$ cat src/rtl/bbw_pkg.sv
package bbw_pkg;
  localparam int NUM_MON  = 7;
  localparam int ST_W     = 4;
  localparam int MON_W    = NUM_MON * ST_W;
  localparam int DW       = 32;
  localparam int CNT_W    = 16;
  localparam int NI_LSB   = 2;
  localparam int ID_LSB   = 16;

  typedef enum logic [1:0] {
    ADR_STAT = 2'd0,
    ADR_CTL1 = 2'd1,
    ADR_CTL2 = 2'd2,
    ADR_NONE = 2'd3
  } bbw_addr_e;

  localparam int B_NI_EN   = 0;
  localparam int B_ID_EN   = 1;
  localparam int B_RST_EN  = 1;
  localparam int B_IRQ_EN  = 2;
  localparam int B_HANG    = 3;
endpackage

$ cat src/rtl/bbw_timer.sv
module bbw_timer
  import bbw_pkg::*;
#(
  parameter int TICK_LOG2 = 15
) (
  input  logic             clk,
  input  logic             rst,
  input  logic [MON_W-1:0] mon_state,
  input  logic             idle_mode,
  input  logic [DW-1:0]    ctl1,
  input  logic             ctl1_wr,
  input  logic             rd_restart,
  input  logic             hang,
  output logic             expire,
  output logic             en,
  output logic [CNT_W-1:0] limit,
  output logic [CNT_W-1:0] tcnt
);
  localparam int NI_W = ID_LSB - NI_LSB;

  logic [MON_W-1:0]     mon_q;
  logic                 idle_q;
  logic [TICK_LOG2-1:0] pre;
  logic                 tick;
  logic                 activity;

  always_ff @(posedge clk) begin
    mon_q  <= mon_state;
    idle_q <= idle_mode;
  end

  assign activity = (mon_state != mon_q) || (idle_mode != idle_q) || rd_restart || ctl1_wr;
  assign en       = idle_mode ? ctl1[B_ID_EN] : ctl1[B_NI_EN];
  assign limit    = idle_mode ? ctl1[DW-1:ID_LSB]
                              : {{(CNT_W-NI_W){1'b0}}, ctl1[ID_LSB-1:NI_LSB]};
  assign tick     = &pre;
  assign expire   = en && (limit != '0) && (tcnt == limit) && !hang;

  always_ff @(posedge clk) begin
    if (rst || activity || !en || hang || expire) begin
      pre  <= '0;
      tcnt <= '0;
    end else begin
      pre <= pre + 1'b1;
      if (tick && !(&tcnt)) tcnt <= tcnt + 1'b1;
    end
  end
endmodule

$ cat src/rtl/bbw_regs.sv
module bbw_regs
  import bbw_pkg::*;
(
  input  logic             clk,
  input  logic             rst,
  input  logic             reg_we,
  input  logic             reg_re,
  input  logic [1:0]       reg_addr,
  input  logic [DW-1:0]    reg_wdata,
  output logic [DW-1:0]    reg_rdata,
  input  logic [MON_W-1:0] mon_state,
  input  logic             idle_mode,
  input  logic             expire,
  output logic [DW-1:0]    ctl1,
  output logic             irq_en,
  output logic             rst_en,
  output logic             ctl1_wr,
  output logic             rd_restart,
  output logic             hang,
  output logic [MON_W-1:0] snap
);
  logic [DW-1:0] ctl2;
  logic [2:0]    info;
  logic          stat_wr;

  assign ctl1_wr    = reg_we && (reg_addr == ADR_CTL1);
  assign stat_wr    = reg_we && (reg_addr == ADR_STAT);
  assign rd_restart = reg_re && (reg_addr == ADR_STAT);
  assign irq_en     = ctl2[B_IRQ_EN];
  assign rst_en     = ctl2[B_RST_EN];

  always_ff @(posedge clk) begin
    if (rst) begin
      ctl1 <= '0;
      ctl2 <= '0;
      hang <= 1'b0;
      info <= '0;
    end else begin
      if (ctl1_wr) ctl1 <= reg_wdata;
      if (reg_we && (reg_addr == ADR_CTL2)) ctl2 <= reg_wdata;
      if (expire) begin
        hang <= 1'b1;
        info <= {1'b0, !idle_mode, idle_mode};
      end else if (stat_wr && !reg_wdata[B_HANG]) begin
        hang <= 1'b0;
      end
    end
  end

  for (genvar g = 0; g < NUM_MON; g++) begin : g_snap
    always_ff @(posedge clk) begin
      if (rst) snap[g*ST_W +: ST_W] <= '0;
      else if (expire) snap[g*ST_W +: ST_W] <= mon_state[g*ST_W +: ST_W];
    end
  end

  always_comb begin
    case (reg_addr)
      ADR_STAT: reg_rdata = {snap, hang, info};
      ADR_CTL1: reg_rdata = ctl1;
      ADR_CTL2: reg_rdata = ctl2;
      default:  reg_rdata = '0;
    endcase
  end
endmodule

$ cat src/rtl/bb_stall_wdog.sv
module bb_stall_wdog
  import bbw_pkg::*;
#(
  parameter int TICK_LOG2 = 15
) (
  input  logic        clk,
  input  logic        rst,
  input  logic        reg_we,
  input  logic        reg_re,
  input  logic [1:0]  reg_addr,
  input  logic [31:0] reg_wdata,
  output logic [31:0] reg_rdata,
  input  logic [27:0] mon_state,
  input  logic        idle_mode,
  output logic        wd_irq,
  output logic        wd_rst_req
);
  logic [DW-1:0]    ctl1;
  logic             irq_en, rst_en, ctl1_wr, rd_restart, hang, expire, en;
  logic [MON_W-1:0] snap;
  logic [CNT_W-1:0] limit, tcnt;
  logic             any_en;

  bbw_regs u_regs (
    .clk, .rst, .reg_we, .reg_re, .reg_addr, .reg_wdata, .reg_rdata,
    .mon_state, .idle_mode, .expire, .ctl1, .irq_en, .rst_en,
    .ctl1_wr, .rd_restart, .hang, .snap
  );

  bbw_timer #(.TICK_LOG2(TICK_LOG2)) u_timer (
    .clk, .rst, .mon_state, .idle_mode, .ctl1, .ctl1_wr, .rd_restart,
    .hang, .expire, .en, .limit, .tcnt
  );

  assign any_en = ctl1[B_NI_EN] | ctl1[B_ID_EN];

  always_ff @(posedge clk) begin
    if (rst) begin
      wd_irq     <= 1'b0;
      wd_rst_req <= 1'b0;
    end else begin
      wd_irq     <= hang && irq_en && any_en;
      wd_rst_req <= hang && rst_en && any_en;
    end
  end
endmodule

$ cat config.mk
export PLATFORM = sky130hd
export DESIGN_NAME = bb_stall_wdog
export DESIGN_NICKNAME = d
export VERILOG_FILES = /design/src/rtl/bbw_pkg.sv /design/src/rtl/bbw_timer.sv /design/src/rtl/bbw_regs.sv /design/src/rtl/bb_stall_wdog.sv
export SDC_FILE = /design/constraint.sdc
export NUM_CORES = 1
export LEC_CHECK = 0
export ABC_AREA = 1
export BUFFER_PORTS_ARGS = -buffer_cell sky130_fd_sc_hd__buf_2
export CAP_MARGIN = 30
export CORE_ASPECT_RATIO = 1.75
export CORE_MARGIN = 10
export CORE_UTILIZATION = 45
export DETAILED_ROUTE_END_ITERATION = 10
export GPL_TIMING_DRIVEN = 0
export MAX_ROUTING_LAYER = met4
export PLACE_DENSITY_LB_ADDON = 0.12
export SYNTH_ARGS = -nofsm -noshare
export SYNTH_HDL_FRONTEND = slang
export SYNTH_SLANG_ARGS = --single-unit
$ cat constraint.sdc
create_clock -name clk -period 2.48 [get_ports clk]
set_input_delay 0.496 -clock clk [delete_from_list [all_inputs] [get_ports clk]]
set_output_delay 0.496 -clock clk [all_outputs]
set_load 0.01 [all_outputs]
==> qor.yml <==
outcome:
  run_status: "completed"
cts:
  cts.reportedPaths.clkPinSlew_ns: 0.08
  htree_levels: 4
  cts-root-buf: "clkbuf_16"
  post-cts-setup-buffer-count: 0
  cts-buffers-inserted: 17
  tritoncts: "done"
  cts_num_sinks: 157
  insertion_delay_ns: 0.44
  post_cts.resized_instances: 0
  cts_max_path_buffers: 2
  cts-hold-fix-buffers: 0
route:
  drt-vias-per-instance: 5.18
  drt_drc_violations_left: 0
  drt.antenna.violating_nets: 0
  dr.pass1.iters: 5
  drt-total-wl_um: 23800
  num_vias: 7075
  routed_length_per_placed_instance_um: 17.4
  first_iter_violations: 422
synth:
  synth.yosys.seq_area_share_pct: 43.4
  synth_fp_nets: 1116
  ys_ff_latch: 157
  synth-xor-area-share_pct: 2.66
  avgSynthCellArea_sq_um: 6.92
  synth_simple_gate_area_share_pct: 29.2
  combinational_family_with_the_most_area_after_synthesis: "simple AND/OR/NAND/NOR gates"
  synth_edf_count: 0
  synthFlopType: "dfxtp_1"
  synth_async_sr_flop_share_pct: 0
  compound_gate_portion_of_the_synthesized_area_pct: 14.0
  synthMuxAreaShare_pct: 0
  synthCells: 1047
  post_synth_instance_area_sq_um: 7250
  synth.area.top_cells: "dfxtp_1 43%, nand2_1 15%, inv_1 6.7%"
  synth.distinct_cells: 31
  share_of_the_synthesized_area_in_the_top_cell_type_pct: 43.4
  synth.largest_area_cell: "dfxtp_1"
  synth_fa_ha_area_share_pct: 0.345
  yosysWarningCount: 0
setup_path:
  critPathSlowestCell: "buf_1"
  regToRegStartpoint: "u_timer.pre[0]$_SDFF_PP0_"
  cell_by_cell_trace_of_the_critical_path: "buf_2 > inv_1 > nand2_1 > buf_1 > o221ai_1 > buf_2"
  critical_path.startpoint_type: "primary input"
  critical_path_peak_fanout: 10
  worst_path_largest_cell_delay_ns: 0.49
  reg2reg_to: "u_timer.tcnt[14]$_SDFFE_PP0P_"
  setup.worst_path.class: "in -> out"
  rr_worst_depth: 12
  cp_top_family: "buffers and inverters"
  critical_path.n_buffers_inverters: 4
  endpoint_kind: "primary output"
  arrival_ns: 1.79
  critical-path-top-cell-by-count: "buf_2"
  timing.reg2reg.setup_slack_ns: 0.23
  worstPathRequired_ns: 1.98
hold_path:
  worstHoldPathCells: 1
  holdCritPathClass: "in -> reg"
  hold_sp: "mon_state[2]"
  holdPathEnd: "u_timer.mon_q[2]$_DFF_P_"
finish:
  non_filler_instances: 1366
  final_util_pct: 54.1
  antenna-diode-count: 0
  fillers: 1662
  postLayoutCellArea_sq_um: 8590
  ff_latch_area_sq_um: 3140
  num-nets-final: 1233
  syn2layout_area_growth_pct: 18.5
  area_of_combinational_cells_with_multiple_inputs_sq_um: 3350
  layout-drive-gt1-share_pct: 14.3
place:
  numPlacedInstances: 1334
  detailed_place_hpwl_um: 18700
  dpl_cell_area_sq_um: 7980
  place.gp.congestion: 0.936
  numPortBuffers: 98
die:
  start_util_pct: 45.7
  floorplan.die.height_um: 188
  row_count: 61
  dieWidth_um: 116
  die_area_sq_um: 21800
  coreArea_sq_um: 15900
  num_io_pins: 101
sta:
  fmaxAchievable_ghz: 0.437
  timing_hold_violations_final: 0
  finalSetupTns_ns: 0
  rsz0062_at_grt: "no"
  setup_violation_total_in_the_final_timing_report: 0
  worst_slew_pin_slew_ns: 0.604
  max-slew-margin-rel_pct: 59.7
  report.final.slew_viol_count: 0
  period_share_pct: 92.3
  post-route-min-period_ns: 2.29
  timing.clock.skew_ns: 0.0154
pwr:
  p_per_area_nw_per_um2: 678
  ir_drop_v: 0.000382
  static_leakage_nw: 3.75
grt:
  global_route_hottest_layer: "met2"
  number_of_global_route_vias_before_repair: 7118
  grt_util_met2_pct: 38.1
  grt_first_pass_wirelength_um: 37300
  grt_antenna_before_repair: 0
  met1_usage_pct: 24.8
  overflow: 0
  globalRouteTotalUtil_pct: 22.9
  pin_count_of_the_biggest_net_entering_global_routing: 20
  groute.layer.met3.usage_pct: 2.97
run:
  timing.max_cap.violations: 0
[sequential cells by signal (all words and copies together), names as in the netlist]
name            cells
u_regs.info         2
wd_irq              1
u_timer.tcnt       16
u_timer.mon_q      28
u_regs.snap        28
u_regs.ctl1        32
u_regs.hang         1
u_timer.pre        15
u_regs.ctl2        32
wd_rst_req          1
u_timer.idle_q      1
[synthesized netlist by cell type (5+ instances only)]
| master | instances |
|---|---|
| nor3_1 | 9 |
| a21oi_2 | 9 |
| nand3b_1 | 5 |
| xnor2_1 | 6 |
| xor2_1 | 16 |
| nand2_1 | 283 |
| o21ai_0 | 54 |
| a21oi_1 | 73 |
| o221ai_1 | 31 |
| clkbuf_1 | 33 |
| nand3_1 | 75 |
| inv_1 | 130 |
| dfxtp_1 | 157 |
| nand4_1 | 6 |
| buf_6 | 7 |
| nor2_1 | 120 |
[report_power, final]
group	switching [W]	internal (W)	leakage, nW	total [W]
registers	0.0000394	0.00260	1.28	0.00264
clock network	0.00131	0.00138	0.295	0.00269
logic	0.000334	0.000167	2.17	0.000500
total	0.00168	0.00414	3.75	0.00582
[stage by stage]
stage	power (W)	hold WS (ns)	setup WS (ns)
6_report	0.00582	0.190	0.190
3_3_place_gp	0.00318	0.433	-0.0395
2_1_floorplan	0.00297	0.418	0.557
5_1_grt	0.00602	0.180	0.0122
4_1_cts	0.00585	0.183	0.0353
3_5_place_dp	0.00319	0.447	-0.0463
[worst max-delay path by stage]
stage               depth (start not counted)  slack [ns]                       endpoint                       from
global placement                           15       -0.04  u_timer.tcnt[12]$_SDFFE_PP0P_                  idle_mode
global route                               12        0.01  u_timer.tcnt[14]$_SDFFE_PP0P_  u_timer.pre[0]$_SDFF_PP0_
detailed placement                         15       -0.05  u_timer.tcnt[12]$_SDFFE_PP0P_                  idle_mode
CTS                                         7        0.04                   reg_rdata[5]                reg_addr[1]
finish                                      6        0.19                   reg_rdata[7]                reg_addr[1]
floorplan                                  13        0.56  u_timer.tcnt[12]$_SDFFE_PP0P_                  idle_mode
[layout make-up]
type	instances	area share, %
multi-input cells	708	39.0
inverters	131	5.75
well taps	189	2.75
plain buffers	51	3.10
flip-flops and latches	157	36.6
clock buffers	17	4.95
clock inverters	15	2.18
repair buffers	98	5.71
[worst register-to-register path, stage by stage, from the launching register on]
cell     delay, ns
dfxtp_1       0.36
ha_1          0.20
nand3_1       0.12
nor2_1        0.21
inv_1         0.11
nor2_2        0.18
nand3_1       0.16
nor2_1        0.30
buf_4         0.25
nand3_1       0.09
nand2_1       0.07
inv_1         0.04
nor2_1        0.08
[metal layers]
layer / wire length, um / vias up
li1: - / 3579
met1: 9300 / 3234
met2: 12000 / 207
met3: 932 / 55
met4: 1580 / 0
met5: 0 / -
[logic make-up after synthesis]
logic type | after synthesis
AO/OA/AOI/OAI | 172
XOR/XNOR | 22
adder cells (fa/ha/maj) | 2
buffers and inverters | 182
flip-flops | 157
AND/OR/NAND/NOR | 512
[placed cells by master, fill, tap and decap left out, types with 7 or more instances in the layout]
cell type / count
a21oi_1: 73
a21oi_2: 9
buf_2: 101
buf_6: 7
clkbuf_1: 30
clkbuf_16: 17
dfxtp_1: 157
inv_1: 130
nand2_1: 283
nand3_1: 75
nor2_1: 120
nor3_1: 9
o21ai_0: 54
o221ai_1: 31
xor2_1: 16
Power figures use the tool's default switching activity.
